[config.mk]
export PLATFORM = sky130hd
export DESIGN_NAME = route_matrix
export DESIGN_NICKNAME = d
export VERILOG_FILES = /design/src/rtl/route_pkg.sv /design/src/rtl/route_ctrl.sv /design/src/rtl/route_datapath.sv /design/src/rtl/route_matrix.sv
export SDC_FILE = /design/constraint.sdc
export NUM_CORES = 1
export LEC_CHECK = 0
export BUFFER_PORTS_ARGS = -buffer_cell sky130_fd_sc_hd__clkbuf_2
export CELL_PAD_IN_SITES_DETAIL_PLACEMENT = 0
export CELL_PAD_IN_SITES_GLOBAL_PLACEMENT = 1
export CORE_MARGIN = 3
export CORE_UTILIZATION = 42
export DETAILED_ROUTE_END_ITERATION = 10
export GPL_TIMING_DRIVEN = 0
export HOLD_SLACK_MARGIN = 0.08
export PLACE_DENSITY_LB_ADDON = 0.1
export SYNTH_ARGS = -nofsm -noshare
export SYNTH_HDL_FRONTEND = slang
export SYNTH_HIERARCHICAL = 1
export SYNTH_SLANG_ARGS = --single-unit
[constraint.sdc]
create_clock -name clk -period 2.76 [get_ports clk]
set_input_delay 0 -clock clk [delete_from_list [all_inputs] [get_ports clk]]
set_output_delay 0 -clock clk [all_outputs]
set_load 0.02 [all_outputs]
[src/rtl/route_pkg.sv]
package route_pkg;
  // destination indices; field order in the routing register follows them
  localparam int DST_PROC = 0;
  localparam int DST_A    = 1;
  localparam int DST_B    = 2;
  localparam int NUM_DST  = 3;

  typedef struct packed {
    logic capture;      // take a new sample on every destination
    logic routeWrite;   // load routing register from bus data
    logic defaultLoad;  // load deferred default routing
  } ctrlStrobes_t;
endpackage

[src/rtl/route_ctrl.sv]
module route_ctrl
  import route_pkg::*;
#(
  parameter int unsigned ADDR_W = 8,
  parameter logic [ADDR_W-1:0] ROUTE_ADDR = 'h20,
  parameter logic [ADDR_W-1:0] BASE_ADDR  = 'h12
) (
  input  logic              clk,
  input  logic              rstN,
  input  logic              standby,
  input  logic              wrEn,
  input  logic [ADDR_W-1:0] wrAddr,
  input  logic              sampleValid,
  output ctrlStrobes_t      strobes
);
  logic standbyQ;
  logic pending;
  logic busOk;
  logic hitRoute;
  logic hitBase;
  logic exitStandby;

  assign busOk       = wrEn && !standby && rstN;
  assign hitRoute    = busOk && (wrAddr == ROUTE_ADDR);
  assign hitBase     = busOk && (wrAddr == BASE_ADDR);
  assign exitStandby = standbyQ && !standby;

  always_ff @(posedge clk or negedge rstN) begin
    if (!rstN) begin
      standbyQ <= 1'b0;
      pending  <= 1'b1;
    end else begin
      standbyQ <= standby;
      if (exitStandby)
        pending <= 1'b1;
      else if (hitRoute || hitBase)
        pending <= 1'b0;
    end
  end

  always_comb begin
    strobes.capture     = sampleValid;
    strobes.routeWrite  = hitRoute;
    strobes.defaultLoad = hitBase && pending;
  end

  // unrelated subaddress leaves the pending flag alone
  assert_other_addr_keeps_pending_R8: assert property (@(posedge clk) disable iff (!rstN)
    (wrEn && wrAddr != ROUTE_ADDR && wrAddr != BASE_ADDR && !standbyQ && !standby)
      |=> (pending == $past(pending)));

  // leaving standby arms the default again
  assert_exit_rearms_R10: assert property (@(posedge clk) disable iff (!rstN)
    exitStandby |=> pending);

  // no bus effect while in standby
  assert_standby_quiet_R9: assert property (@(posedge clk) disable iff (!rstN)
    (standby && standbyQ) |=> (pending == $past(pending)));
endmodule

[src/rtl/route_datapath.sv]
module route_datapath
  import route_pkg::*;
#(
  parameter int unsigned SAMPLE_W  = 16,
  parameter int unsigned NUM_PAIRS = 4,
  parameter int unsigned SEL_W     = $clog2(NUM_PAIRS),
  parameter int unsigned ROUTE_W   = NUM_DST * SEL_W,
  parameter int unsigned DEFAULT_ROUTE = 'h10
) (
  input  logic                          clk,
  input  logic                          rstN,
  input  ctrlStrobes_t                  strobes,
  input  logic [ROUTE_W-1:0]            wrData,
  input  logic [NUM_PAIRS*SAMPLE_W-1:0] inLeft,
  input  logic [NUM_PAIRS*SAMPLE_W-1:0] inRight,
  output logic [NUM_DST*SAMPLE_W-1:0]   outLeft,
  output logic [NUM_DST*SAMPLE_W-1:0]   outRight
);
  localparam logic [ROUTE_W-1:0] DEF_ROUTE = DEFAULT_ROUTE[ROUTE_W-1:0];

  logic [ROUTE_W-1:0]  routeReg;
  logic [SAMPLE_W-1:0] pairLeft  [NUM_PAIRS];
  logic [SAMPLE_W-1:0] pairRight [NUM_PAIRS];

  // routing register: deliberately without reset
  always_ff @(posedge clk) begin
    if (strobes.routeWrite)
      routeReg <= wrData;
    else if (strobes.defaultLoad)
      routeReg <= DEF_ROUTE;
  end

  for (genvar p = 0; p < NUM_PAIRS; p++) begin : g_pair
    assign pairLeft[p]  = inLeft[p*SAMPLE_W +: SAMPLE_W];
    assign pairRight[p] = inRight[p*SAMPLE_W +: SAMPLE_W];
  end

  for (genvar d = 0; d < NUM_DST; d++) begin : g_dst
    logic [SEL_W-1:0] sel;
    assign sel = routeReg[d*SEL_W +: SEL_W];

    always_ff @(posedge clk or negedge rstN) begin
      if (!rstN) begin
        outLeft[d*SAMPLE_W +: SAMPLE_W]  <= '0;
        outRight[d*SAMPLE_W +: SAMPLE_W] <= '0;
      end else if (strobes.capture) begin
        outLeft[d*SAMPLE_W +: SAMPLE_W]  <= pairLeft[sel];
        outRight[d*SAMPLE_W +: SAMPLE_W] <= pairRight[sel];
      end
    end
  end

  // outputs only move on a capture strobe
  assert_hold_without_capture_R3: assert property (@(posedge clk) disable iff (!rstN)
    !strobes.capture |=> ($stable(outLeft) && $stable(outRight)));

  // a bus write lands in the routing register
  assert_route_write_R6: assert property (@(posedge clk) disable iff (!rstN)
    strobes.routeWrite |=> (routeReg == $past(wrData)));

  // a pending default lands on the baseband write
  assert_default_load_R5: assert property (@(posedge clk) disable iff (!rstN)
    (strobes.defaultLoad && !strobes.routeWrite) |=> (routeReg == DEF_ROUTE));
endmodule

[src/rtl/route_matrix.sv]
module route_matrix
  import route_pkg::*;
#(
  parameter int unsigned SAMPLE_W  = 16,
  parameter int unsigned NUM_PAIRS = 4,
  parameter int unsigned ADDR_W    = 8,
  parameter logic [ADDR_W-1:0] ROUTE_ADDR = 'h20,
  parameter logic [ADDR_W-1:0] BASE_ADDR  = 'h12,
  parameter int unsigned DEFAULT_ROUTE = 'h10,
  localparam int unsigned SEL_W   = $clog2(NUM_PAIRS),
  localparam int unsigned ROUTE_W = NUM_DST * SEL_W
) (
  input  logic                          clk,
  input  logic                          rstN,
  input  logic                          standby,
  input  logic                          wrEn,
  input  logic [ADDR_W-1:0]             wrAddr,
  input  logic [ROUTE_W-1:0]            wrData,
  input  logic                          sampleValid,
  input  logic [NUM_PAIRS*SAMPLE_W-1:0] inLeft,
  input  logic [NUM_PAIRS*SAMPLE_W-1:0] inRight,
  output logic [SAMPLE_W-1:0]           outALeft,
  output logic [SAMPLE_W-1:0]           outARight,
  output logic [SAMPLE_W-1:0]           outBLeft,
  output logic [SAMPLE_W-1:0]           outBRight,
  output logic [SAMPLE_W-1:0]           procLeft,
  output logic [SAMPLE_W-1:0]           procRight
);
  ctrlStrobes_t                strobes;
  logic [NUM_DST*SAMPLE_W-1:0] dstLeft;
  logic [NUM_DST*SAMPLE_W-1:0] dstRight;

  route_ctrl #(
    .ADDR_W(ADDR_W), .ROUTE_ADDR(ROUTE_ADDR), .BASE_ADDR(BASE_ADDR)
  ) i_ctrl (
    .clk(clk), .rstN(rstN), .standby(standby), .wrEn(wrEn),
    .wrAddr(wrAddr), .sampleValid(sampleValid), .strobes(strobes)
  );

  route_datapath #(
    .SAMPLE_W(SAMPLE_W), .NUM_PAIRS(NUM_PAIRS), .SEL_W(SEL_W),
    .ROUTE_W(ROUTE_W), .DEFAULT_ROUTE(DEFAULT_ROUTE)
  ) i_datapath (
    .clk(clk), .rstN(rstN), .strobes(strobes), .wrData(wrData),
    .inLeft(inLeft), .inRight(inRight),
    .outLeft(dstLeft), .outRight(dstRight)
  );

  assign procLeft  = dstLeft[DST_PROC*SAMPLE_W +: SAMPLE_W];
  assign procRight = dstRight[DST_PROC*SAMPLE_W +: SAMPLE_W];
  assign outALeft  = dstLeft[DST_A*SAMPLE_W +: SAMPLE_W];
  assign outARight = dstRight[DST_A*SAMPLE_W +: SAMPLE_W];
  assign outBLeft  = dstLeft[DST_B*SAMPLE_W +: SAMPLE_W];
  assign outBRight = dstRight[DST_B*SAMPLE_W +: SAMPLE_W];
endmodule

==> metrics.txt, run 1 <==
register bit total from synthesis 104; CTS Buffer Depth 2; Post-synth EDFFs 6; die extent in y 132.6 um; cell area after synthesis 0.006731 mm2; CTS resizes 0; outcome aborted with a tool error; CTS Sinks 104; hold_buf cts 208; Distinct cells, synth 25; HPWL Detailed 16030 um; total CTS buffers 9; net count after synthesis 711; Post-CTS Setup Repair Bufs 0; register area share after synthesis 39.13%; Yosys warning count 6; Starting Density 43.63%; H-tree depth 3; Final GP Congestion 0.8454; root buffer cell clkbuf_16; run-stopping error [ERROR RSZ-0060] Max buffer count reached.; Post-Syn Instances 564; syn_area_per_cell 11.94 um2; number of I/O port buffers 241; # rows 45; die width 132.6 um; Async S/R FF share, synth 94.23%; main flop type after synthesis dfrtp_1; # IOs 243; Exit stage 4_1_cts
Yosys cell counts (2+ instances only):
cell type  count  area, um2
buf_4          4      30.03
buf_2         17      85.08
buf_6          3      33.78
clkbuf_1       9      33.78
dfrtp_1       97       2427
o221ai_1      96      840.8
buf_12        18      360.4
mux2i_1      192       1922
nor4b_4        2      47.55
edfxtp_1       6      180.2
nand2b_1     100      625.6
nand2_2        3      18.77
and2_1         5      31.28
cell families after synthesis:
| logic type | share of synthesized area, % |
|---|---|
| AOI/OAI and AO/OA | 12.73 |
| buffers and inverters | 8.178 |
| DFF | 39.13 |
| muxes | 28.55 |
| and+or+nand+nor | 11.41 |
metrics by stage:
step	std cells	area, um2	hold slack, ns	setup slack (ns)	util [%]
detailed placement	1016	8210	0.1651	0.8441	53.22
floorplan	564	6731	-0.2956	1.636	-
global placement	1016	8202	0.1704	-0.5770	53.16
==> run 2, diff against run 1 <==
--- a/config.mk
+++ b/config.mk
@@ -6,14 +6,11 @@
 export NUM_CORES = 1
 export LEC_CHECK = 0
 export BUFFER_PORTS_ARGS = -buffer_cell sky130_fd_sc_hd__clkbuf_2
-export CELL_PAD_IN_SITES_DETAIL_PLACEMENT = 0
-export CELL_PAD_IN_SITES_GLOBAL_PLACEMENT = 1
 export CORE_MARGIN = 3
-export CORE_UTILIZATION = 42
+export CORE_UTILIZATION = 31
 export DETAILED_ROUTE_END_ITERATION = 10
 export GPL_TIMING_DRIVEN = 0
-export HOLD_SLACK_MARGIN = 0.08
-export PLACE_DENSITY_LB_ADDON = 0.1
+export PLACE_DENSITY_LB_ADDON = 0.15
 export SYNTH_ARGS = -nofsm -noshare
 export SYNTH_HDL_FRONTEND = slang
 export SYNTH_HIERARCHICAL = 1
==> metrics.txt, run 2 <==
reg2reg setup slack 1.18 ns; crit path launch type input pin; met1 GRT Util 26.78%; switch share 30.35%; slowest stage delay, CP 0.65 ns; root buffer cell clkbuf_16; power share of the combinational group 21.4%; die area 0.02352 mm2; CP max FO 99; worst r2r dst i_datapath/outLeft[19]$_DFFE_PN0P_; commonest cells after routing, fill and taps aside clkbuf_2, mux2i_1, nand2b_1, dfrtp_1, o221ai_1; internal power 2.712 mW; M2 GR Usage 33.30%; Buffers & Inverters on Critical Path 3; # rows 53 (+18%); hold path start inLeft[8]; Synth area leaders dfrtp_1, mux2i_1, o221ai_1; Final GP Congestion 0.8772 (+3.8%); Slew HR 41.95%; Clk pwr share 33.9%; # IOs 243 (unchanged); Core ar. 0.02115 mm2; Least-Margin Pin Slew 0.8707 ns; Hold Crit Class in -> reg; largest family of logic cells by synthesized area multiplexers; placed cells 1080 (+6.3%); Synth Area in Compound Gates 12.73% (unchanged); hold_buf cts 9 (-96%); unrepaired setup endpoints after global routing false; outcome complete, no violations; GR peak layer met2; CP top delay family buffers and inverters; Worst-path clk slew 0.07 ns; total CTS buffers 9 (unchanged); pre-CTS WS 0.8087 ns (-0.03541 ns); simple-gate portion of the synthesized area 11.41% (unchanged); Starting Density 31.82% (-12 points); Adder-Cell Fraction of Synth Area 0% (unchanged); # diodes 0; Post-synth EDFFs 6 (unchanged); Post-CTS Setup Repair Bufs 0 (unchanged); pin count of the biggest net entering global routing 100; Final setup viols 0; fin crit share 76.23%; Hold Vio Cnt, Final 0; most common cell in the netlist mux2i_1; CTS Sinks 104 (unchanged); drt drc 0; total vias in the final route 5883; net count after synthesis 711 (unchanged); worst-skew pair later-pin latency 0.35 ns; post-synthesis mux area share 28.55% (unchanged); Final #Nets 972; Fillers 2059; critical path class in -> reg; Final Max Tran Viols 0; gr usage total 20.18%; Distinct cells, synth 25 (unchanged); Final min period 2.104 ns; die extent in y 153.4 um (+16%); die width 153.4 um (+16%); R2R depth 3; sequential share of power 44.7%; syn_area_per_cell 11.94 um2 (unchanged); P_sw 1.182 mW; Async S/R FF share, synth 94.23% (unchanged); HPWL Detailed 17820 um (+11%); Fin Clk Skew 0.01082 ns; met3 usage 4.417%; Worst VDD drop 221.1 uV; cell area after synthesis 0.006731 mm2 (unchanged); total of max-cap violations 0; top-area cell type share of the netlist area 36.06% (unchanged); top post-synthesis cells by count mux2i_1, nand2b_1, dfrtp_1, o221ai_1, buf_12; Yosys warning count 6 (unchanged); register area share after synthesis 39.13% (unchanged); GR Overflow Total 0; Worst Hold Path EP i_datapath/outLeft[24]$_DFFE_PN0P_; initial drt markers 254; layout cell share with drive strength beyond 1 36.55%; drt pass-1 iters 5; crit path max-delay cell type clkbuf_8; Critical R2R Launch i_datapath/routeReg[3]$_SDFFCE_PN0P_; Power Dens Cells 449.1 mW/mm2; CTS Buffer Depth 2 (unchanged); CTS resizes 0 (unchanged); register bit total from synthesis 104 (unchanged); hold path depth 3; Post-Syn Instances 564 (unchanged); Largest regs i_datapath/outLeft: 48 flops, i_datapath/outRight: 48 flops, i_datapath/routeReg: 6 flops; Lkg Pwr 3.485 nW; fmax 475.3 MHz; initial antenna violation count 0; Final Instance Count excl. Fillers 1104; CP endpoint kind register; area delta synth->final 28.79%; H-tree depth 3 (unchanged); first-pass GRT wire length 37230 um; number of global-route vias before repair 6292; number of I/O port buffers 241 (unchanged); main flop type after synthesis dfrtp_1; setup slack after layout 0.6560 ns; crit path cell chain dlygate4sd3_1, clkbuf_8, nor4b_4, and3_1, buf_4, or2_2; CP required 2.81 ns; cell taking the most area after synthesis dfrtp_1; Sum Neg Setup Slack 0 ns; WL/cell 22.24 um; commonest non-fill, non-tap cell in the layout clkbuf_2; crit path DAT 2.15 ns; TritonCTS clock tree yes; vias per cell 5.329; post-synthesis xor/xnor area fraction 0% (unchanged); Total Wirelength 24550 um; post-route ant nets 0
==> run 2: cell counts after synthesis <==
No cell type changed its count.
==> run 2: worst reg2reg max path: stages, from the launching register on <==
cell      delay [ns]
edfxtp_1        0.38
nand2b_1        0.29
buf_1           0.54
o221ai_1        0.22
==> run 2: through the flow <==
stage          hold slack, ns  power, mW  utilization, %  instance area (um2)
6_report             0.008553      3.894           40.98                 8670
5_1_grt               0.02077      4.077           40.98                 8670
4_1_cts             0.0007708      3.939           40.98                 8670
3_5_place_dp           0.1771      2.598           39.19                 8290
3_3_place_gp           0.1796      2.579           39.15                 8282
2_1_floorplan         -0.2956      2.168               -                 6731
==> run 2: power groups by stage <==
stage / sequential (mW) / clock (mW) / combinational (mW)
CTS: 1.74 / 1.36 / 0.841
global placement: 1.77 / 0 / 0.811
floorplan: 1.91 / 0 / 0.256
detailed placement: 1.77 / 0 / 0.826
global route: 1.76 / 1.42 / 0.903
finish: 1.74 / 1.32 / 0.832
==> run 2: cells by family (layout without fill, tap and decap cells) <==
family | Yosys count | count (layout)
flops | 104 | 104
simple gates | 117 | 117
mux | 192 | 192
buf+inv | 53 | 318
compound gates | 98 | 98
==> run 2: final cells by class <==
class	count	area, um2	share of cell area, %
Sequential cell	104	2634	30.38
Clock inverter	3	42.54	0.4907
Tap cell	275	344.1	3.969
Timing Repair Buffer	250	1305	15.05
Inverter	1	3.754	0.04330
Multi-Input combinational cell	407	3547	40.91
Buffer	52	546.8	6.307
Clock buffer	12	246.5	2.843
==> run 2: worst max path at each step <==
stage	to	from	depth (start not counted)
2_1_floorplan	i_datapath/routeReg[0]$_SDFFCE_PN0P_	i_ctrl/pending$_DFFE_PN1P_	3
3_3_place_gp	i_datapath/routeReg[5]$_SDFFCE_PN0P_	rstN	5
3_5_place_dp	i_datapath/routeReg[5]$_SDFFCE_PN0P_	rstN	5
4_1_cts	i_datapath/routeReg[3]$_SDFFCE_PN0P_	rstN	6
5_1_grt	i_datapath/routeReg[5]$_SDFFCE_PN0P_	rstN	6
6_report	i_datapath/routeReg[4]$_SDFFCE_PN1P_	rstN	6
==> run 2: layer usage <==
| metal | wire, um | up-vias | part of all wire [%] |
|---|---|---|---|
| met3 | 1614 | 27 | 6.6 |
| met4 | 403 | 0 | 1.6 |
| met5 | 0 | - | 0 |
| li1 | - | 2674 | - |
| met1 | 10860 | 2958 | 44 |
| met2 | 11680 | 224 | 48 |
Power figures use the tool's default switching activity.
==> run 3, diff against run 2 <==
==> constraint.sdc (replaced) <==
create_clock -name clk -period 2.08 [get_ports clk]
set_input_delay 0 -clock clk [delete_from_list [all_inputs] [get_ports clk]]
set_output_delay 0 -clock clk [all_outputs]
set_load 0.02 [all_outputs]
==> metrics.txt, run 3 (synthesis gave the netlist of run 2 again) <==
vias per cell 5.331 (about the same); R2R depth 3 (unchanged); CP max FO 10 (-90%); crit path max-delay cell type buf_1; total vias in the final route 5880 (-0.051%); Hold Crit Class in -> async; # rows 53 (unchanged); pin count of the biggest net entering global routing 100 (unchanged); P_sw 1.567 mW (+33%); initial antenna violation count 0 (unchanged); total of max-cap violations 0 (unchanged); outcome complete, but fails checks; Final Max Tran Viols 0 (unchanged); Core ar. 0.02115 mm2 (unchanged); slowest stage delay, CP 0.55 ns (-0.10 ns); sequential share of power 44.8% (about the same); Hold Vio Cnt, Final 97 (+97); CTS Buffer Depth 2 (unchanged); WL/cell 22.31 um (+0.34%); Starting Density 31.82% (unchanged); drt pass-1 iters 4 (-1); crit path cell chain nand2b_1, buf_1, o221ai_1; CP required 2.26 ns (-0.55 ns); total CTS buffers 9 (unchanged); drt drc 0 (unchanged); die extent in y 153.4 um (unchanged); switch share 30.34% (about the same); # diodes 0 (unchanged); Final Util 40.94% (-0.047 points); Largest regs i_datapath/outLeft: 48 flops, i_datapath/outRight: 48 flops, i_datapath/routeReg: 6 flops; Final GP Congestion 0.8772 (unchanged); failing checks hold timing; crit path launch type register; unrepaired setup endpoints after global routing false; CP top delay family buffers and inverters; initial drt markers 266 (+4.7%); CTS Sinks 104 (unchanged); first-pass GRT wire length 37230 um (unchanged); placed cells 1080 (unchanged); Sum Neg Setup Slack 0 ns (unchanged); Fin Clk Skew 0.007215 ns (-0.003608 ns); Worst VDD drop 293.7 uV (+33%); Crit path depth 3 (-3); number of I/O port buffers 241 (unchanged); gr usage total 20.18% (unchanged); die area 0.02352 mm2 (unchanged); worst-skew pair later-pin latency 0.35 ns (about the same); Lkg Pwr 3.481 nW (-0.12%); area delta synth->final 28.64%; post-route ant nets 0 (unchanged); Final Instance Count excl. Fillers 1103 (-0.091%); fmax 627.6 MHz; die width 153.4 um (unchanged); H-tree depth 3 (unchanged); Clk pwr share 33.9% (about the same); internal power 3.597 mW (+33%); Power Dens Cells 596.3 mW/mm2 (+33%); CP endpoint kind register; Final #Nets 971 (-0.10%); Slew HR 42.02% (+0.065 points); HPWL Detailed 17820 um (unchanged); crit path DAT 1.78 ns (-0.37 ns); root buffer cell clkbuf_16; Total Wirelength 24610 um (+0.24%); critical path class reg -> reg; layout cell share with drive strength beyond 1 36.59% (+0.044 points); commonest cells after routing, fill and taps aside clkbuf_2, mux2i_1, nand2b_1, dfrtp_1, o221ai_1; Least-Margin Pin Slew 0.8698 ns (-0.0009737 ns); commonest non-fill, non-tap cell in the layout clkbuf_2; Final min period 1.593 ns; Buffers & Inverters on Critical Path 1 (-2); Worst-path clk slew 0.07 ns (about the same); hold_buf cts 8 (-1); Min Hold Slack -0.2506 ns (-0.2591 ns); power share of the combinational group 21.4% (about the same); GR Overflow Total 0 (unchanged); TritonCTS clock tree yes; Final setup viols 0 (unchanged); fin crit share 76.60%; CTS resizes 0 (unchanged); number of global-route vias before repair 6292 (unchanged); Post-CTS Setup Repair Bufs 0 (unchanged); # IOs 243 (unchanged)
==> run 3: stage by stage <==
stage	instance area (um2)	total power, mW	setup WS, ns	hold WS [ns]
6_report	8660	5.164	0.4866	-0.2506
5_1_grt	8660	5.408	0.3405	-0.1707
4_1_cts	8660	5.225	0.4962	-0.2099
3_5_place_dp	8290	3.447	0.1287	0.1771
3_3_place_gp	8282	3.422	-1.339	0.1796
2_1_floorplan	6731	2.877	0.9557	-0.2956
==> run 3: power groups by stage <==
stage / logic (mW) / clock network, mW / registers, mW
final: 1.10 / 1.75 / 2.31
after global routing: 1.20 / 1.88 / 2.33
after CTS: 1.11 / 1.80 / 2.31
after detailed placement: 1.10 / 0 / 2.35
after global placement: 1.08 / 0 / 2.35
after floorplan: 0.340 / 0 / 2.54
==> run 3: layer usage <==
| layer | routed length [um] | vias up | global-route usage (%) | part of all wire, % |
|---|---|---|---|---|
| li1 | - | 2680 | - | - |
| met1 | 10970 | 2953 | 26.78 | 45 |
| met2 | 11670 | 221 | 33.30 | 47 |
| met3 | 1590 | 26 | 4.417 | 6.5 |
| met4 | 383 | 0 | 5.719 | 1.6 |
| met5 | 0 | - | 0 | 0 |
==> run 3: worst register-to-register path: stages, from the launching register on <==
cell and delay [ns]:
edfxtp_1 0.37, nand2b_1 0.29, buf_1 0.55, o221ai_1 0.22
==> run 3: cell type report <==
class / count / area, um2
Clock buffer: 12 / 246.5
Clock inverter: 3 / 42.54
Buffer: 52 / 546.8
Timing Repair Buffer: 249 / 1295
Tap cell: 275 / 344.1
Fill cell: 2060 / 12490
Multi-Input combinational cell: 407 / 3547
Sequential cell: 104 / 2634
Inverter: 1 / 3.754
==> run 3: worst paths after layout <==
| kind | end | from | slack [ns] |
|---|---|---|---|
| hold / removal | i_datapath/outRight[2]$_DFFE_PN0P_ | rstN | -0.25 |
| hold reg to reg | i_ctrl/pending$_DFFE_PN1P_ | i_ctrl/standbyQ$_DFF_PN0_ | 0.48 |
| min in group clk | i_datapath/outLeft[24]$_DFFE_PN0P_ | inLeft[8] | 0.01 |
| setup / recovery | i_datapath/outLeft[19]$_DFFE_PN0P_ | i_datapath/routeReg[3]$_SDFFCE_PN0P_ | 0.49 |
| max in group asynchronous | i_datapath/outLeft[20]$_DFFE_PN0P_ | rstN | 1.73 |
| setup reg to reg | i_datapath/outLeft[19]$_DFFE_PN0P_ | i_datapath/routeReg[3]$_SDFFCE_PN0P_ | 0.49 |
==> run 4, diff against run 3 <==
==> constraint.sdc (replaced) <==
create_clock -name clk -period 1.4 [get_ports clk]
set_input_delay 0 -clock clk [delete_from_list [all_inputs] [get_ports clk]]
set_output_delay 0 -clock clk [all_outputs]
set_load 0.02 [all_outputs]
==> metrics.txt, run 4 (synthesis gave the netlist of run 2 again) <==
outcome complete, but fails checks; # diodes 0 (unchanged); drt pass-1 iters 7 (+3); Least-Margin Pin Slew 0.6461 ns (-0.2237 ns); GR Overflow Total 0 (unchanged); Final GP Congestion 0.8772 (unchanged); TritonCTS clock tree yes; critical path class reg -> reg; initial antenna violation count 0 (unchanged); Design Power 7.693 mW (+49%); die width 153.4 um (unchanged); CTS Sinks 104 (unchanged); commonest cells after routing, fill and taps aside clkbuf_2, mux2i_1, nand2b_1, dfrtp_1, o221ai_1; unrepaired setup endpoints after global routing false; CP endpoint kind register; Min Hold Slack -0.4687 ns (-0.2181 ns); area delta synth->final 29.03%; placed cells 1080 (unchanged); die area 0.02352 mm2 (unchanged); CP max FO 10 (unchanged); Final min period 1.339 ns (-0.2540 ns); # IOs 243 (unchanged); internal power 5.352 mW (+49%); Fin Clk Skew 0.008927 ns (+0.001712 ns); worst-skew pair later-pin latency 0.35 ns (about the same); CP required 1.60 ns (-0.66 ns); Fillers 2060 (unchanged); crit path launch type register; Area after DPL 0.008290 mm2 (unchanged); HPWL Detailed 17820 um (unchanged); fin crit share 95.67% (+19 points); pin count of the biggest net entering global routing 100 (unchanged); first-pass GRT wire length 37220 um (about the same); Core ar. 0.02115 mm2 (unchanged); # rows 53 (unchanged); Final Instance Count excl. Fillers 1104 (+0.091%); total CTS buffers 9 (unchanged); failing checks hold timing; Starting Density 31.82% (unchanged); number of global-route vias before repair 6288 (-0.064%); power share of the combinational group 21.5% (about the same); CTS Buffer Depth 2 (unchanged); die extent in y 153.4 um (unchanged); Hold Vio Cnt, Final 98 (+1.0%); Worst VDD drop 436.4 uV (+49%); Power Dens Cells 885.7 mW/mm2 (+49%); Final setup viols 0 (unchanged); gr usage total 20.18% (unchanged); switch share 30.43% (+0.087 points); total of max-cap violations 0 (unchanged); Hold Crit Class in -> async; Final Max Tran Viols 0 (unchanged); crit path DAT 1.54 ns (-0.24 ns); Lkg Pwr 3.495 nW (+0.42%); hold_buf cts 8 (unchanged); sequential share of power 44.6% (-0.2 points); root buffer cell clkbuf_16; post-route ant nets 0 (unchanged); Post-CTS Setup Repair Bufs 0 (unchanged); drt drc 0 (unchanged); initial drt markers 290 (+9.0%); Clk pwr share 33.9% (about the same); Worst-path clk slew 0.07 ns (about the same); vias per cell 5.370 (+0.73%); Sum Neg Setup Slack 0 ns (unchanged); Final #Nets 972 (+0.10%); Total Wirelength 24920 um (+1.2%); WL/cell 22.57 um (+1.1%); total vias in the final route 5928 (+0.82%); number of I/O port buffers 241 (unchanged); layout cell share with drive strength beyond 1 36.79% (+0.20 points); commonest non-fill, non-tap cell in the layout clkbuf_2; design area 0.008686 mm2 (+0.30%); P_sw 2.341 mW (+49%); H-tree depth 3 (unchanged); fmax 746.6 MHz (+19%); Largest regs i_datapath/outLeft: 48 flops, i_datapath/outRight: 48 flops, i_datapath/routeReg: 6 flops; Slew HR 56.93% (+15 points)
## run 4: cell types whose count changed in the layout (fill, tap and decap cells not counted)
cell / previous run / this run
clkbuf_16: 9 / 10
clkbuf_4: 0 / 1
buf_1: 1 / 0
clkbuf_8: 2 / 1
buf_6: 3 / 4
## run 4: worst paths after layout
kind / startpoint / endpoint / slack [ns] / cells past startpoint
worst min-delay path: rstN / i_datapath/outRight[32]$_DFFE_PN0P_ / -0.47 / 1
max in group asynchronous: rstN / i_ctrl/pending$_DFFE_PN1P_ / 1.42 / 1
worst max-delay path: i_datapath/routeReg[3]$_SDFFCE_PN0P_ / i_datapath/outLeft[21]$_DFFE_PN0P_ / 0.06 / 3
min in group clk: inLeft[8] / i_datapath/outLeft[24]$_DFFE_PN0P_ / 0.01 / 3
worst min register to register: i_ctrl/standbyQ$_DFF_PN0_ / i_ctrl/pending$_DFFE_PN1P_ / 0.48 / 1
worst max register to register: i_datapath/routeReg[3]$_SDFFCE_PN0P_ / i_datapath/outLeft[21]$_DFFE_PN0P_ / 0.06 / 3
## run 4: layout make-up
type | instances | area (um2) | share of cell area, %
Buffer | 52 | 550.5 | 6.338
Clock buffer | 12 | 246.5 | 2.838
Clock inverter | 3 | 42.54 | 0.4898
Inverter | 1 | 3.754 | 0.04322
Multi-Input combinational cell | 407 | 3547 | 40.84
Sequential cell | 104 | 2634 | 30.32
Tap cell | 275 | 344.1 | 3.961
Timing Repair Buffer | 250 | 1318 | 15.17
## run 4: through the flow
stage / hold slack, ns / setup slack [ns] / util, %
CTS: -0.3651 / 0.07325 / 40.99
floorplan: -0.2956 / 0.2757 / -
detailed placement: 0.1771 / -0.5513 / 39.19
finish: -0.4687 / 0.06061 / 41.06
global route: -0.4593 / 0.01210 / 41.06
global placement: 0.1796 / -2.019 / 39.15
## run 4: layer usage
| metal | global-route usage, % | wire length (um) | vias to the layer above |
|---|---|---|---|
| li1 | - | - | 2688 |
| met1 | 26.78 | 10910 | 2981 |
| met2 | 33.28 | 11760 | 228 |
| met3 | 4.445 | 1770 | 31 |
| met4 | 5.719 | 474 | 0 |
| met5 | 0 | 0 | - |
## run 4: power groups by stage
stage / clock network [mW] / logic [mW] / registers (mW)
2_1_floorplan: 0 / 0.505 / 3.77
6_report: 2.61 / 1.65 / 3.43
3_3_place_gp: 0 / 1.60 / 3.49
4_1_cts: 2.67 / 1.66 / 3.43
3_5_place_dp: 0 / 1.63 / 3.49
5_1_grt: 2.80 / 1.79 / 3.46
## run 4: repair_timing
action                                 CTS  global route
setup endpoints to repair               16             7
endpoints found under the hold margin  106            97
gates resized for setup                  2             1
cloned                                   0             1
## run 4: critical path, stage by stage, from the launching register on
cell and delay (ns):
edfxtp_1 0.37, nand2b_1 0.30, buf_2 0.36, o221ai_1 0.17
